File: config.mk
export PLATFORM = sky130hd
export DESIGN_NAME = quad_timer
export DESIGN_NICKNAME = d
export VERILOG_FILES = /design/src/rtl/quad_timer_pkg.sv /design/src/rtl/qt_prescaler.sv /design/src/rtl/qt_edge_sync.sv /design/src/rtl/qt_channel.sv /design/src/rtl/qt_irq.sv /design/src/rtl/quad_timer.sv
export SDC_FILE = /design/constraint.sdc
export NUM_CORES = 1
export LEC_CHECK = 0
export CAP_MARGIN = 20
export CORE_ASPECT_RATIO = 0.5
export CORE_UTILIZATION = 30
export CTS_BUF_LIST = sky130_fd_sc_hd__clkbuf_4 sky130_fd_sc_hd__clkbuf_8
export CTS_CLUSTER_SIZE = 30
export DETAILED_ROUTE_END_ITERATION = 6
export DONT_BUFFER_PORTS = 1
export PLACE_DENSITY = 0.53
export SYNTH_ARGS = -nofsm -noshare
export SYNTH_HDL_FRONTEND = slang
export SYNTH_HIERARCHICAL = 1
export SYNTH_SLANG_ARGS = --single-unit
File: constraint.sdc
create_clock -name clk -period 2.75 [get_ports clk]
set_input_delay 0.275 -clock clk [delete_from_list [all_inputs] [get_ports clk]]
set_output_delay 0.275 -clock clk [all_outputs]
set_load 0.005 [all_outputs]
File: src/rtl/quad_timer_pkg.sv
package quad_timer_pkg;
  // Control word bit positions
  localparam int CB_RESET = 1;
  localparam int CB_TCF   = 2;
  localparam int CB_RISE  = 3;
  localparam int CB_DIV   = 4;
  localparam int CB_CNT   = 5;
  localparam int CB_IE    = 6;

  // Prescale terminal values
  localparam int PS_SHORT = 16;
  localparam int PS_LONG  = 256;

  typedef struct packed {
    logic ie;
    logic cnt_mode;
    logic div_long;
    logic rise;
  } chan_cfg_t;
endpackage

File: src/rtl/qt_prescaler.sv
module qt_prescaler #(
  parameter int PSW = 8
) (
  input  logic clk,
  input  logic rst_n,
  input  logic clr,
  input  logic en,
  input  logic div_long,
  output logic tick
);
  import quad_timer_pkg::*;
  localparam logic [PSW-1:0] LAST_SHORT = PSW'(PS_SHORT - 1);
  localparam logic [PSW-1:0] LAST_LONG  = PSW'(PS_LONG - 1);

  logic [PSW-1:0] ps_q, ps_n;

  always_comb begin
    tick = en && (ps_q == (div_long ? LAST_LONG : LAST_SHORT));
    ps_n = ps_q;
    if (clr)       ps_n = '0;
    else if (tick) ps_n = '0;
    else if (en)   ps_n = ps_q + 1'b1;
  end

  always_ff @(posedge clk or negedge rst_n) begin
    if (!rst_n) ps_q <= '0;
    else        ps_q <= ps_n;
  end
endmodule

File: src/rtl/qt_edge_sync.sv
module qt_edge_sync (
  input  logic clk,
  input  logic rst_n,
  input  logic din,
  input  logic rise,
  output logic evt
);
  logic s1_q, s2_q, s3_q;

  always_ff @(posedge clk or negedge rst_n) begin
    if (!rst_n) begin
      s1_q <= 1'b0;
      s2_q <= 1'b0;
      s3_q <= 1'b0;
    end else begin
      s1_q <= din;
      s2_q <= s1_q;
      s3_q <= s2_q;
    end
  end

  always_comb evt = rise ? (s2_q & ~s3_q) : (~s2_q & s3_q);
endmodule

File: src/rtl/qt_channel.sv
module qt_channel #(
  parameter int DW  = 8,
  parameter int PSW = 8
) (
  input  logic          clk,
  input  logic          rst_n,
  input  logic          ctl_we,
  input  logic          tc_we,
  input  logic [DW-1:0] wdata,
  input  logic          trg,
  output logic          await_tc,
  output logic          sw_rst,
  output logic          zc,
  output logic          irq_set
);
  import quad_timer_pkg::*;

  chan_cfg_t     cfg_q, cfg_n;
  logic [DW-1:0] tc_q, tc_n;
  logic [DW-1:0] cnt_q, cnt_n;
  logic          run_q, run_n;
  logic          tcf_q, tcf_n;
  logic          zc_q, zc_n;
  logic          ps_tick, edge_evt, tick;

  qt_prescaler #(.PSW(PSW)) u_ps (
    .clk      (clk),
    .rst_n    (rst_n),
    .clr      (tc_we | ~run_q),
    .en       (run_q & ~cfg_q.cnt_mode),
    .div_long (cfg_q.div_long),
    .tick     (ps_tick)
  );

  qt_edge_sync u_es (
    .clk   (clk),
    .rst_n (rst_n),
    .din   (trg),
    .rise  (cfg_q.rise),
    .evt   (edge_evt)
  );

  always_comb tick = cfg_q.cnt_mode ? edge_evt : ps_tick;

  always_comb begin
    cfg_n = cfg_q;
    tc_n  = tc_q;
    cnt_n = cnt_q;
    run_n = run_q;
    tcf_n = tcf_q;
    zc_n  = 1'b0;
    if (ctl_we) begin
      cfg_n.ie       = wdata[CB_IE];
      cfg_n.cnt_mode = wdata[CB_CNT];
      cfg_n.div_long = wdata[CB_DIV];
      cfg_n.rise     = wdata[CB_RISE];
      tcf_n          = wdata[CB_TCF];
      if (wdata[CB_RESET]) run_n = 1'b0;
    end else if (tc_we) begin
      tc_n  = wdata;
      cnt_n = wdata;
      run_n = 1'b1;
      tcf_n = 1'b0;
    end else if (run_q && tick) begin
      if (cnt_q == DW'(1)) begin
        cnt_n = tc_q;
        zc_n  = 1'b1;
      end else begin
        cnt_n = cnt_q - 1'b1;
      end
    end
  end

  always_ff @(posedge clk or negedge rst_n) begin
    if (!rst_n) begin
      cfg_q <= '0;
      tc_q  <= '0;
      cnt_q <= '0;
      run_q <= 1'b0;
      tcf_q <= 1'b0;
      zc_q  <= 1'b0;
    end else begin
      cfg_q <= cfg_n;
      tc_q  <= tc_n;
      cnt_q <= cnt_n;
      run_q <= run_n;
      tcf_q <= tcf_n;
      zc_q  <= zc_n;
    end
  end

  always_comb begin
    await_tc = tcf_q;
    sw_rst   = ctl_we & wdata[CB_RESET];
    zc       = zc_q;
    irq_set  = zc_n & cfg_q.ie;
  end
endmodule

File: src/rtl/qt_irq.sv
module qt_irq #(
  parameter int NCH  = 4,
  parameter int DW   = 8,
  localparam int CH_W = $clog2(NCH),
  localparam int VB_W = DW - 1 - CH_W
) (
  input  logic            clk,
  input  logic            rst_n,
  input  logic [NCH-1:0]  set,
  input  logic [NCH-1:0]  clr_sw,
  input  logic            ack,
  input  logic [VB_W-1:0] base,
  output logic            req,
  output logic [NCH-1:0]  grant,
  output logic            vec_valid,
  output logic [DW-1:0]   vec
);
  logic [NCH-1:0]  pend_q, pend_n;
  logic            vv_q, vv_n;
  logic [DW-1:0]   vec_q, vec_n;
  logic [CH_W-1:0] idx;
  logic            found;

  always_comb begin
    grant = '0;
    idx   = '0;
    found = 1'b0;
    for (int i = 0; i < NCH; i++) begin
      if (!found && pend_q[i]) begin
        found    = 1'b1;
        idx      = CH_W'(i);
        grant[i] = ack;
      end
    end
  end

  always_comb begin
    pend_n = ((pend_q & ~grant) | set) & ~clr_sw;
    vv_n   = ack & found;
    vec_n  = vv_n ? {base, idx, 1'b0} : vec_q;
  end

  always_ff @(posedge clk or negedge rst_n) begin
    if (!rst_n) begin
      pend_q <= '0;
      vv_q   <= 1'b0;
      vec_q  <= '0;
    end else begin
      pend_q <= pend_n;
      vv_q   <= vv_n;
      vec_q  <= vec_n;
    end
  end

  always_comb begin
    req       = |pend_q;
    vec_valid = vv_q;
    vec       = vec_q;
  end
endmodule

File: src/rtl/quad_timer.sv
module quad_timer #(
  parameter int NCH  = 4,
  parameter int DW   = 8,
  parameter int PSW  = 8,
  localparam int CH_W = $clog2(NCH),
  localparam int VB_W = DW - 1 - CH_W
) (
  input  logic            clk,
  input  logic            rst_n,
  input  logic            wr_en,
  input  logic [CH_W-1:0] wr_sel,
  input  logic [DW-1:0]   wr_data,
  input  logic [NCH-1:0]  trg_in,
  output logic [NCH-1:0]  zc_out,
  output logic            int_req,
  input  logic            int_ack,
  output logic            vec_valid,
  output logic [DW-1:0]   vec_out
);
  logic [NCH-1:0]  await_tc, ctl_we, tc_we, sw_rst, irq_set, grant_w;
  logic            base_we;
  logic [VB_W-1:0] vec_base_q, vec_base_n;

  always_comb begin
    ctl_we  = '0;
    tc_we   = '0;
    base_we = 1'b0;
    if (wr_en) begin
      if (await_tc[wr_sel])  tc_we[wr_sel]  = 1'b1;
      else if (wr_data[0])   ctl_we[wr_sel] = 1'b1;
      else                   base_we        = 1'b1;
    end
    vec_base_n = base_we ? wr_data[DW-1:DW-VB_W] : vec_base_q;
  end

  always_ff @(posedge clk or negedge rst_n) begin
    if (!rst_n) vec_base_q <= '0;
    else        vec_base_q <= vec_base_n;
  end

  for (genvar g = 0; g < NCH; g++) begin : g_ch
    qt_channel #(.DW(DW), .PSW(PSW)) u_ch (
      .clk      (clk),
      .rst_n    (rst_n),
      .ctl_we   (ctl_we[g]),
      .tc_we    (tc_we[g]),
      .wdata    (wr_data),
      .trg      (trg_in[g]),
      .await_tc (await_tc[g]),
      .sw_rst   (sw_rst[g]),
      .zc       (zc_out[g]),
      .irq_set  (irq_set[g])
    );
  end

  qt_irq #(.NCH(NCH), .DW(DW)) u_irq (
    .clk       (clk),
    .rst_n     (rst_n),
    .set       (irq_set),
    .clr_sw    (sw_rst),
    .ack       (int_ack),
    .base      (vec_base_q),
    .req       (int_req),
    .grant     (grant_w),
    .vec_valid (vec_valid),
    .vec       (vec_out)
  );
endmodule

Yosys cells after proc, flatten, opt, wreduce, memory -nomap -nowiden:

Index checks and enable logic that the tools add are counted.

* register bits after elaboration: 153
* input bits: 18
* output and inout port bits: 14
* logic and storage cells: 260

* add/sub/neg operators: 8
* $lt $le $gt $ge: 2
* equality and inequality tests: 12
* muxes and demuxes: 92
* bitwise logic cells: 50
* reductions and logical operators: 40

Operators by type and width (count)
* 2-to-1 mux 8 bit: 28
* 2-to-1 mux 1 bit: 55
* adder 8 x 1 -> 8 bit, second input constant: 4
* equality test 8 x 1 -> 1 bit, second input constant: 4
* equality test 8 bit: 4
* subtractor 8 x 1 -> 8 bit, second input constant: 4
* AND reduction 2 bit: 12
* AND 1 bit: 21
* 2-to-1 mux 4 bit: 5
* NOT 1 bit: 20
* nonzero test 2 bit: 8
* logical AND 1 bit: 12
* nonzero test 3 bit: 4
* AND 4 bit: 2
* != test 2 bit, second input constant: 4
* NOT 4 bit: 2
* 2-to-1 mux 2 bit: 2
* OR 1 bit: 4
* OR 4 bit: 1
* OR reduction 4 bit: 1
* logical NOT 1 bit: 3
* < comparator 2 x 3 -> 1 bit, second input constant: 1
* binary-select mux 1 bit (select 2 bit): 1
* demux 1 bit (select 2 bit): 1
* greater-or-equal comparator 2 x 1 -> 1 bit, second input constant: 1

Depth between registers and ports, before layout:

Gate-level depths: netlist of the first run.

* depth in word-level cells: 14
* gate-level depth with buffers: 10
* depth with buffers taken out: 8

By module:

The synthesis of the first run kept the hierarchy.

By module, submodules not included
* qt_channel: times used 4, cells each 137, area each 1273.7 µm², seq. area each 575.6 µm²
* qt_prescaler: times used 4, cells each 43, area each 432.9 µm², seq. area each 200.2 µm²
* qt_irq: times used 1, cells each 48, area each 536.8 µm², seq. area each 300.3 µm²
* qt_edge_sync: times used 4, cells each 6, area each 97.6 µm², seq. area each 75.1 µm²
* quad_timer: times used 1, cells each 29, area each 316.6 µm², seq. area each 125.1 µm²

Worst setup path before layout of the first run:

Ideal clock, no wire load.

* kind: register -> register
* start: register g_ch[0].u_ch.u_ps.ps_q[4]
* end: register g_ch[0].u_ch.cnt_q[4]
* setup time: 0.103 ns
* arrival: 1.944 ns
* data required time: 2.647 ns
* path slack: 0.703 ns
* stages on the path, launching flop included: 8
* path buffers: 0
* clock period less this slack: 2.047 ns
* path through: dfrtp_1 > or4_1 > o22ai_2 > and2b_4 > mux2_2 > a21o_1 > nand2_1 > o41ai_2

* cells in the longest elaborated chain, start to end: 6

Ends and longest elaborated chain
* from (decl): RTL line qt_prescaler.sv:15 `logic [PSW-1:0] ps_q, ps_n;`
* from (signal assigned): RTL line qt_prescaler.sv:27 `else ps_q <= ps_n;`
* equality test 8 bit: RTL line qt_prescaler.sv:18 `tick = en && (ps_q == (div_long ? LAST_LONG : LAST_SHORT));`
* logical AND 1 bit: RTL line qt_prescaler.sv:18
* named net g_ch[0].u_ch.ps_tick: RTL line qt_channel.sv:24 `logic ps_tick, edge_evt, tick;`
* 2-to-1 mux 1 bit: RTL line qt_channel.sv:43 `always_comb tick = cfg_q.cnt_mode ? edge_evt : ps_tick;`
* logical AND 1 bit: RTL line qt_channel.sv:64 `end else if (run_q && tick) begin`
* nonzero test 2 bit (no line)
* AND reduction 2 bit (no line)
* to (signal assigned): RTL line qt_channel.sv:85 `cnt_q <= cnt_n;`
* to (decl): RTL line qt_channel.sv:20 `logic [DW-1:0] cnt_q, cnt_n;`

The timed path passes the listed nets, and every way through them passes these cells.
A chain may end at the register's enable or synchronous reset.

Worst setup path after layout of the first run:

* start: register g_ch[0].u_ch.run_q
* end: register g_ch[0].u_ch.cnt_q[4]

* cells in the longest elaborated chain, start to end: 6

Ends and longest elaborated chain
* from (decl): RTL line qt_channel.sv:21 `logic run_q, run_n;`
* from (signal assigned): RTL line qt_channel.sv:86 `run_q <= run_n;`
* AND 1 bit: RTL line qt_channel.sv:30 `.en (run_q & ~cfg_q.cnt_mode),`
* logical AND 1 bit: RTL line qt_prescaler.sv:18
* named net g_ch[0].u_ch.ps_tick: RTL line qt_channel.sv:24
* 2-to-1 mux 1 bit: RTL line qt_channel.sv:43
* logical AND 1 bit: RTL line qt_channel.sv:64
* nonzero test 2 bit (no line)
* AND reduction 2 bit (no line)

The timed path passes the listed nets, and every way through them passes these cells.

==> metrics.txt, run 1 <==
# TYPE chip_impl_metric gauge
chip_impl_metric{name="postCtsSetupBuffers",unit=""} 0
chip_impl_metric{name="timing.setup.tns",unit="ns"} 0
chip_impl_metric{name="cts-hold-fix-buffers",unit=""} 14
chip_impl_metric{name="reg2regPathDepth",unit=""} 7
chip_impl_metric{name="share_comb_of_total_power",unit=""} 0.298
chip_impl_metric{name="fin_hold_ws",unit="ns"} -0.493
chip_impl_metric{name="floorplan.rows",unit=""} 41
chip_impl_info{name="tritoncts",value="yes"} 1
chip_impl_metric{name="cp.arrival",unit="ns"} 2.73
chip_impl_info{name="critical_path_class",value="reg -> reg"} 1
chip_impl_metric{name="reg2reg_slack",unit="ns"} 0.38
chip_impl_metric{name="floorplan.die_area",unit="um^2"} 27500
chip_impl_metric{name="slew_violations",unit=""} 0
chip_impl_metric{name="layout_min_cycle_time",unit="ns"} 2.37
chip_impl_metric{name="mappedNetlistNets",unit=""} 846
chip_impl_metric{name="globalplace.congestion",unit=""} 0.855
chip_impl_metric{name="cts-root-to-sink-buffers",unit=""} 2
chip_impl_metric{name="cts_made_buffers",unit=""} 17
chip_impl_metric{name="finish.instance_area",unit="um^2"} 9040
chip_impl_metric{name="post_synthesis_to_final_layout_area_growth",unit="%"} 12.3
chip_impl_metric{name="power.leakage",unit="nW"} 3.89
chip_impl_metric{name="synth_area_per_cell",unit="um^2"} 9.86
chip_impl_metric{name="antenna_found_initial",unit=""} 1
chip_impl_metric{name="die_height",unit="um"} 118
chip_impl_metric{name="fin_worst_skew",unit="ns"} 0.0152
chip_impl_metric{name="final_core_area_utilization",unit=""} 0.351
chip_impl_metric{name="h-tree-depth",unit=""} 4
chip_impl_metric{name="max_clock_freq",unit="MHz"} 422
chip_impl_metric{name="first_global_vias",unit=""} 5810
chip_impl_metric{name="synth.cell_area",unit="um^2"} 8050
chip_impl_metric{name="crit_fanout",unit=""} 6
chip_impl_metric{name="grt_first_pass_wirelength",unit="um"} 31900
chip_impl_metric{name="ant_nets",unit=""} 0
chip_impl_metric{name="synth.yosys.warnings",unit=""} 6
chip_impl_metric{name="start_util",unit=""} 0.312
chip_impl_metric{name="p_sw_frac",unit=""} 0.355
chip_impl_metric{name="worst_pin_slew",unit="ns"} 0.739
chip_impl_metric{name="worstSkewPairLatency",unit="ns"} 0.46
chip_impl_metric{name="numPortBuffers",unit=""} 0
chip_impl_metric{name="data_required_time_at_the_worst_endpoint",unit="ns"} 3.11
chip_impl_metric{name="post-route-drc-count",unit=""} 0
chip_impl_info{name="critPathCaptureType",value="flip-flop"} 1
chip_impl_info{name="violations",value="hold timing"} 1
chip_impl_metric{name="post_drt_via_cell_ratio",unit=""} 5.10
chip_impl_metric{name="dr.pass1.iters",unit=""} 5
chip_impl_info{name="reg2reg_to",value="g_ch[0].u_ch/cnt_q[4]$_DFFE_PN0P_"} 1
chip_impl_metric{name="p_int",unit="mW"} 5.28
chip_impl_metric{name="grt.overflow.total",unit=""} 0
chip_impl_metric{name="max_cap_viol_count",unit=""} 0
chip_impl_metric{name="all_layer_gr_usage",unit=""} 0.148
chip_impl_metric{name="setup_failing_eps_final",unit=""} 0
chip_impl_metric{name="vdd_drop_max",unit="V"} 0.000353
chip_impl_metric{name="powerDensity",unit="nW/um^2"} 906
chip_impl_metric{name="wl_per_cell",unit="um"} 16.4
chip_impl_metric{name="die_x",unit="um"} 234
chip_impl_metric{name="detailed_placer_s_ending_hpwl",unit="um"} 12100
chip_impl_metric{name="max_slew_margin",unit=""} 0.506
chip_impl_metric{name="postCtsResizedCells",unit=""} 0
chip_impl_metric{name="drt_total_wl",unit="um"} 19400
chip_impl_metric{name="clock_power_share",unit=""} 0.260
chip_impl_metric{name="drtIter0Drc",unit=""} 432
chip_impl_metric{name="detailroute.via_count",unit=""} 6054
chip_impl_metric{name="boundaryPins",unit=""} 32
chip_impl_info{name="cts_root_buf",value="sky130_fd_sc_hd__clkbuf_8"} 1
chip_impl_metric{name="ratio_of_final_minimum_period_to_clock_period",unit=""} 0.862
chip_impl_metric{name="power.sequential.fraction",unit=""} 0.443
chip_impl_metric{name="nNetsFinal",unit=""} 859
chip_impl_info{name="worst_hold_path_type",value="in -> async"} 1
chip_impl_metric{name="totalPowerFinal",unit="mW"} 8.19
chip_impl_metric{name="grt_start_max_net_pins",unit=""} 154
chip_impl_info{name="startpoint_type",value="flip-flop"} 1
chip_impl_metric{name="detailed_place.area",unit="um^2"} 8400
chip_impl_metric{name="net-switching-power",unit="mW"} 2.91
chip_impl_info{name="rsz0062_at_grt",value="no"} 1
chip_impl_metric{name="core-area",unit="um^2"} 25800
chip_impl_metric{name="cts.sinks",unit=""} 153
chip_impl_info{name="crit-reg2reg-launch",value="g_ch[0].u_ch/run_q$_DFFE_PN0P_"} 1
chip_impl_metric{name="final_hold_viol_count",unit=""} 153
chip_impl_metric{name="synth_cells",unit=""} 816
chip_impl_info{name="run_status",value="finished with violations"} 1
chip_impl_metric{name="cts.reportedPaths.clkPinSlew",unit="ns"} 0.10
chip_impl_metric{name="post_route_cells_drive_above_1_share",unit=""} 0.154
power groups by stage:
stage	clock, mW	sequential [mW]	combinational (mW)
6_report	2.13	3.62	2.44
5_1_grt	2.27	3.74	2.76
4_1_cts	2.18	3.62	2.46
3_5_place_dp	0	3.66	2.40
3_3_place_gp	0	3.65	2.36
2_1_floorplan	0	3.41	2.10
sequential cells by signal, indices dropped and copies added (netlist names), 4 cells and up:
| signal | count |
|---|---|
| g_ch.u_ch/await_tc | 4 |
| g_ch.u_ch/cfg_q | 16 |
| g_ch.u_ch/cnt_q | 32 |
| g_ch.u_ch/run_q | 4 |
| g_ch.u_ch/tc_q | 32 |
| g_ch.u_ch/u_es/s1_q | 4 |
| g_ch.u_ch/u_es/s2_q | 4 |
| g_ch.u_ch/u_es/s3_q | 4 |
| g_ch.u_ch/u_ps/ps_q | 32 |
| g_ch.u_ch/zc | 4 |
| u_irq/pend_q | 4 |
| u_irq/vec | 7 |
| vec_base_q | 5 |
worst max-delay path, stage by stage, from the launching register on:
cell                      delay [ns]
sky130_fd_sc_hd__dfrtp_1        0.44
sky130_fd_sc_hd__nor2b_1        0.37
sky130_fd_sc_hd__nand4_1        0.24
sky130_fd_sc_hd__and2b_4        0.35
sky130_fd_sc_hd__mux2_2         0.19
sky130_fd_sc_hd__a21o_1         0.15
sky130_fd_sc_hd__nand2_1        0.13
sky130_fd_sc_hd__o41ai_2        0.38
per-stage QoR:
stage	hold WS (ns)	setup slack (ns)	instances
2_1_floorplan	-0.0206	0.703	816
3_3_place_gp	-0.0176	0.513	1140
3_5_place_dp	-0.0179	0.433	1140
4_1_cts	-0.531	0.404	1186
5_1_grt	-0.537	0.177	1186
6_report	-0.493	0.380	1187
worst max-delay path by stage:
| stage | start | end | slack (ns) | cells after the start |
|---|---|---|---|---|
| 2_1_floorplan | g_ch[0].u_ch/u_ps/ps_q[4]$_DFFE_PN0P_ | g_ch[0].u_ch/cnt_q[4]$_DFFE_PN0P_ | 0.70 | 7 |
| 3_3_place_gp | g_ch[0].u_ch/run_q$_DFFE_PN0P_ | u_irq/pend_q[0]$_DFF_PN0_ | 0.51 | 8 |
| 3_5_place_dp | g_ch[0].u_ch/run_q$_DFFE_PN0P_ | g_ch[0].u_ch/cnt_q[4]$_DFFE_PN0P_ | 0.43 | 7 |
| 4_1_cts | g_ch[0].u_ch/run_q$_DFFE_PN0P_ | g_ch[0].u_ch/cnt_q[4]$_DFFE_PN0P_ | 0.40 | 7 |
| 5_1_grt | g_ch[0].u_ch/run_q$_DFFE_PN0P_ | g_ch[0].u_ch/cnt_q[6]$_DFFE_PN0P_ | 0.18 | 7 |
| 6_report | g_ch[0].u_ch/run_q$_DFFE_PN0P_ | g_ch[0].u_ch/cnt_q[4]$_DFFE_PN0P_ | 0.38 | 7 |
area by class of cell:
cell class                 instances  area, um^2
fill                            2604       16700
multi-input combinational        604        3940
sequential                       153        3830
tap                              344         430
clock buffer                      18         248
timing repair buffer              28         245
clock inverter                    14         244
inverter                          25        93.8
antenna                            1        2.50
metal layers:
metal	track usage	up-vias	part of all wire
met5	0	-	0
met4	0.0430	0	0.014
met3	0.0303	19	0.034
met2	0.230	94	0.46
met1	0.208	3016	0.49
li1	-	2925	-
placed cells by master (no fill, tap or decap), types with 16 or more instances in the layout:
cell                       count
sky130_fd_sc_hd__a211oi_1     16
sky130_fd_sc_hd__nor2b_1      26
sky130_fd_sc_hd__xor2_1       16
sky130_fd_sc_hd__nor2_1       39
sky130_fd_sc_hd__clkbuf_8     18
sky130_fd_sc_hd__inv_1        25
sky130_fd_sc_hd__nand2_1     143
sky130_fd_sc_hd__dfrtp_1     153
sky130_fd_sc_hd__o21ai_0      40
sky130_fd_sc_hd__nor3_1       32
sky130_fd_sc_hd__a21oi_1      41
sky130_fd_sc_hd__mux2_2       25
sky130_fd_sc_hd__nor4_1       16
Power figures use the tool's default switching activity.
==> run 2: changes to the inputs <==
--- a/config.mk
+++ b/config.mk
@@ -5,6 +5,7 @@
 export SDC_FILE = /design/constraint.sdc
 export NUM_CORES = 1
 export LEC_CHECK = 0
+export ABC_AREA = 1
 export CAP_MARGIN = 20
 export CORE_ASPECT_RATIO = 0.5
 export CORE_UTILIZATION = 30
@@ -12,7 +13,7 @@
 export CTS_CLUSTER_SIZE = 30
 export DETAILED_ROUTE_END_ITERATION = 6
 export DONT_BUFFER_PORTS = 1
-export PLACE_DENSITY = 0.53
+export PLACE_DENSITY = 0.51
 export SYNTH_ARGS = -nofsm -noshare
 export SYNTH_HDL_FRONTEND = slang
 export SYNTH_HIERARCHICAL = 1
==> metrics.txt, run 2 <==
# TYPE chip_impl_metric gauge
chip_impl_info{name="run_status",value="finished with violations"} 1
chip_impl_info{name="violations",value="hold timing"} 1
chip_impl_metric{name="p_int",unit="mW"} 5.14
chip_impl_metric{name="max_cap_viol_count",unit=""} 0
chip_impl_metric{name="core-area",unit="um^2"} 27800
chip_impl_info{name="worst_hold_path_type",value="in -> async"} 1
chip_impl_metric{name="ratio_of_final_minimum_period_to_clock_period",unit=""} 0.763
chip_impl_metric{name="worstSkewPairLatency",unit="ns"} 0.46
chip_impl_metric{name="synth.yosys.warnings",unit=""} 6
chip_impl_metric{name="nNetsFinal",unit=""} 1160
chip_impl_metric{name="all_layer_gr_usage",unit=""} 0.149
chip_impl_metric{name="data_required_time_at_the_worst_endpoint",unit="ns"} 3.11
chip_impl_metric{name="drtIter0Drc",unit=""} 468
chip_impl_metric{name="net-switching-power",unit="mW"} 3.93
chip_impl_metric{name="grt.overflow.total",unit=""} 0
chip_impl_metric{name="timing.setup.tns",unit="ns"} 0
chip_impl_metric{name="grt_start_max_net_pins",unit=""} 154
chip_impl_metric{name="fin_worst_skew",unit="ns"} 0.0109
chip_impl_metric{name="die_x",unit="um"} 240
chip_impl_metric{name="synth_cells",unit=""} 1104
chip_impl_metric{name="antenna_cells_inserted",unit=""} 0
chip_impl_metric{name="cts-root-to-sink-buffers",unit=""} 2
chip_impl_metric{name="share_comb_of_total_power",unit=""} 0.409
chip_impl_metric{name="cts_made_buffers",unit=""} 17
chip_impl_metric{name="drt_total_wl",unit="um"} 20500
chip_impl_metric{name="synth.cell_area",unit="um^2"} 8520
chip_impl_metric{name="boundaryPins",unit=""} 32
chip_impl_metric{name="cts-hold-fix-buffers",unit=""} 13
chip_impl_metric{name="p_sw_frac",unit=""} 0.433
chip_impl_metric{name="post_route_cells_drive_above_1_share",unit=""} 0.136
chip_impl_metric{name="max_clock_freq",unit="MHz"} 477
chip_impl_metric{name="post-route-worst-setup-slack",unit="ns"} 0.652
chip_impl_metric{name="max_slew_margin",unit=""} 0.524
chip_impl_metric{name="dr.pass1.iters",unit=""} 5
chip_impl_info{name="critical_path_class",value="reg -> reg"} 1
chip_impl_metric{name="powerDensity",unit="nW/um^2"} 957
chip_impl_metric{name="final.fill_count",unit=""} 2929
chip_impl_metric{name="cp.arrival",unit="ns"} 2.45
chip_impl_metric{name="detailroute.via_count",unit=""} 6844
chip_impl_metric{name="dp_worst_setup_slack",unit="ns"} 0.648
chip_impl_metric{name="postCtsResizedCells",unit=""} 0
chip_impl_metric{name="post-route-drc-count",unit=""} 0
chip_impl_metric{name="post_drt_via_cell_ratio",unit=""} 4.49
chip_impl_metric{name="crit_fanout",unit=""} 12
chip_impl_info{name="tritoncts",value="yes"} 1
chip_impl_metric{name="place_inst",unit=""} 1480
chip_impl_info{name="reg.largest.list",value="g_ch.u_ch/cnt_q (32), g_ch.u_ch/tc_q (32), g_ch.u_ch/u_ps/ps_q (32)"} 1
chip_impl_metric{name="h-tree-depth",unit=""} 4
chip_impl_info{name="startpoint_type",value="flip-flop"} 1
chip_impl_metric{name="power.leakage",unit="nW"} 4.78
chip_impl_metric{name="detailed_placer_s_ending_hpwl",unit="um"} 13900
chip_impl_info{name="commonest_cells_after_routing_fill_and_taps_aside",value="sky130_fd_sc_hd__nand2_1, sky130_fd_sc_hd__dfrtp_1, sky130_fd_sc_hd__inv_1, sky130_fd_sc_hd__nor2_1, sky130_fd_sc_hd__nand3_1"} 1
chip_impl_metric{name="final_hold_viol_count",unit=""} 153
chip_impl_metric{name="slew_violations",unit=""} 0
chip_impl_metric{name="floorplan.rows",unit=""} 43
chip_impl_metric{name="synth_area_per_cell",unit="um^2"} 7.72
chip_impl_info{name="critPathCaptureType",value="flip-flop"} 1
chip_impl_info{name="cts_root_buf",value="sky130_fd_sc_hd__clkbuf_8"} 1
chip_impl_metric{name="clock_power_share",unit=""} 0.182
chip_impl_metric{name="die_height",unit="um"} 121
chip_impl_metric{name="mappedNetlistNets",unit=""} 1134
chip_impl_metric{name="setup_failing_eps_final",unit=""} 0
chip_impl_metric{name="cts.sinks",unit=""} 153
chip_impl_metric{name="grt_first_pass_wirelength",unit="um"} 34000
chip_impl_metric{name="wl_per_cell",unit="um"} 13.5
chip_impl_metric{name="layout_min_cycle_time",unit="ns"} 2.10
chip_impl_info{name="rsz0062_at_grt",value="no"} 1
chip_impl_metric{name="postCtsSetupBuffers",unit=""} 0
chip_impl_metric{name="final_cell_count_no_fill",unit=""} 1524
chip_impl_metric{name="numPortBuffers",unit=""} 0
chip_impl_metric{name="first_global_vias",unit=""} 6607
chip_impl_metric{name="globalplace.congestion",unit=""} 0.788
chip_impl_metric{name="worst_pin_slew",unit="ns"} 0.711
chip_impl_info{name="leading_cell_type_in_the_layout_fill_and_taps_excluded",value="sky130_fd_sc_hd__nand2_1"} 1
chip_impl_metric{name="power.sequential.fraction",unit=""} 0.408
chip_impl_metric{name="start_util",unit=""} 0.306
chip_impl_metric{name="vdd_drop_max",unit="V"} 0.000227
chip_impl_metric{name="cts.reportedPaths.clkPinSlew",unit="ns"} 0.09
chip_impl_metric{name="floorplan.die_area",unit="um^2"} 29100
chip_impl_metric{name="fin_hold_ws",unit="ns"} -0.495
chip_impl_metric{name="ant_nets",unit=""} 0
chip_impl_metric{name="post_synthesis_to_final_layout_area_growth",unit="%"} 11.2
chip_impl_metric{name="antenna_found_initial",unit=""} 1
-- run 2: layout make-up --
cell class,instances,area (um^2),area share
multi-input combinational,790,4030,0.426
sequential,153,3830,0.404
inverter,147,577,0.0609
tap,382,478,0.0505
clock buffer,20,263,0.0277
timing repair buffer,21,190,0.0201
clock inverter,11,100,0.0106
-- run 2: final timing paths --
path / start / end / slack [ns] / depth (start not counted)
max: g_ch[3].u_ch/await_tc$_DFFE_PN0P_ / g_ch[2].u_ch/cnt_q[3]$_DFFE_PN0P_ / 0.65 / 12
min: rst_n / g_ch[2].u_ch/u_ps/ps_q[4]$_DFFE_PN0P_ / -0.49 / 0
max reg2reg: g_ch[3].u_ch/await_tc$_DFFE_PN0P_ / g_ch[2].u_ch/cnt_q[3]$_DFFE_PN0P_ / 0.65 / 12
min reg2reg: g_ch[3].u_ch/u_es/s1_q$_DFF_PN0_ / g_ch[3].u_ch/u_es/s2_q$_DFF_PN0_ / 0.35 / 0
max in group asynchronous: rst_n / g_ch[2].u_ch/cfg_q[2]$_DFFE_PN0P_ / 2.85 / 0
min in group clk: wr_data[7] / g_ch[0].u_ch/cnt_q[7]$_DFFE_PN0P_ / 0.04 / 4
-- run 2: power by group through the flow --
stage                     Sequential, mW  Clock [mW]  Combinational (mW)
after CTS                           3.70        1.71                3.74
final                               3.70        1.65                3.71
after global routing                3.82        1.79                4.26
after global placement              3.73           0                3.63
after floorplan                     3.57           0                3.04
after detailed placement            3.73           0                3.68
-- run 2: per-layer routing --
layer / vias up / track usage / share of wire
li1: 3503 / - / -
met1: 3252 / 0.204 / 0.51
met2: 75 / 0.242 / 0.46
met3: 14 / 0.0282 / 0.026
met4: 0 / 0.0414 / 0.012
met5: - / 0 / 0
-- run 2: worst max-delay path, stage by stage, from the launching register on --
cell,delay [ns]
sky130_fd_sc_hd__dfrtp_1,0.41
sky130_fd_sc_hd__nand3_1,0.12
sky130_fd_sc_hd__nand2_2,0.08
sky130_fd_sc_hd__nor2_4,0.17
sky130_fd_sc_hd__inv_2,0.07
sky130_fd_sc_hd__nor2_1,0.43
sky130_fd_sc_hd__nor2_4,0.12
sky130_fd_sc_hd__inv_2,0.21
sky130_fd_sc_hd__nand2_4,0.13
sky130_fd_sc_hd__inv_4,0.12
sky130_fd_sc_hd__nor2_2,0.04
sky130_fd_sc_hd__nand2_1,0.06
sky130_fd_sc_hd__nand2_1,0.04
-- run 2: metrics by stage --
step                       util  area (um^2)  power, mW
after detailed placement  0.323         8980       7.41
after global placement    0.323         8980       7.36
final                     0.340         9470       9.07
after CTS                 0.340         9470       9.15
after floorplan               -         8520       6.61
after global routing      0.340         9470       9.87
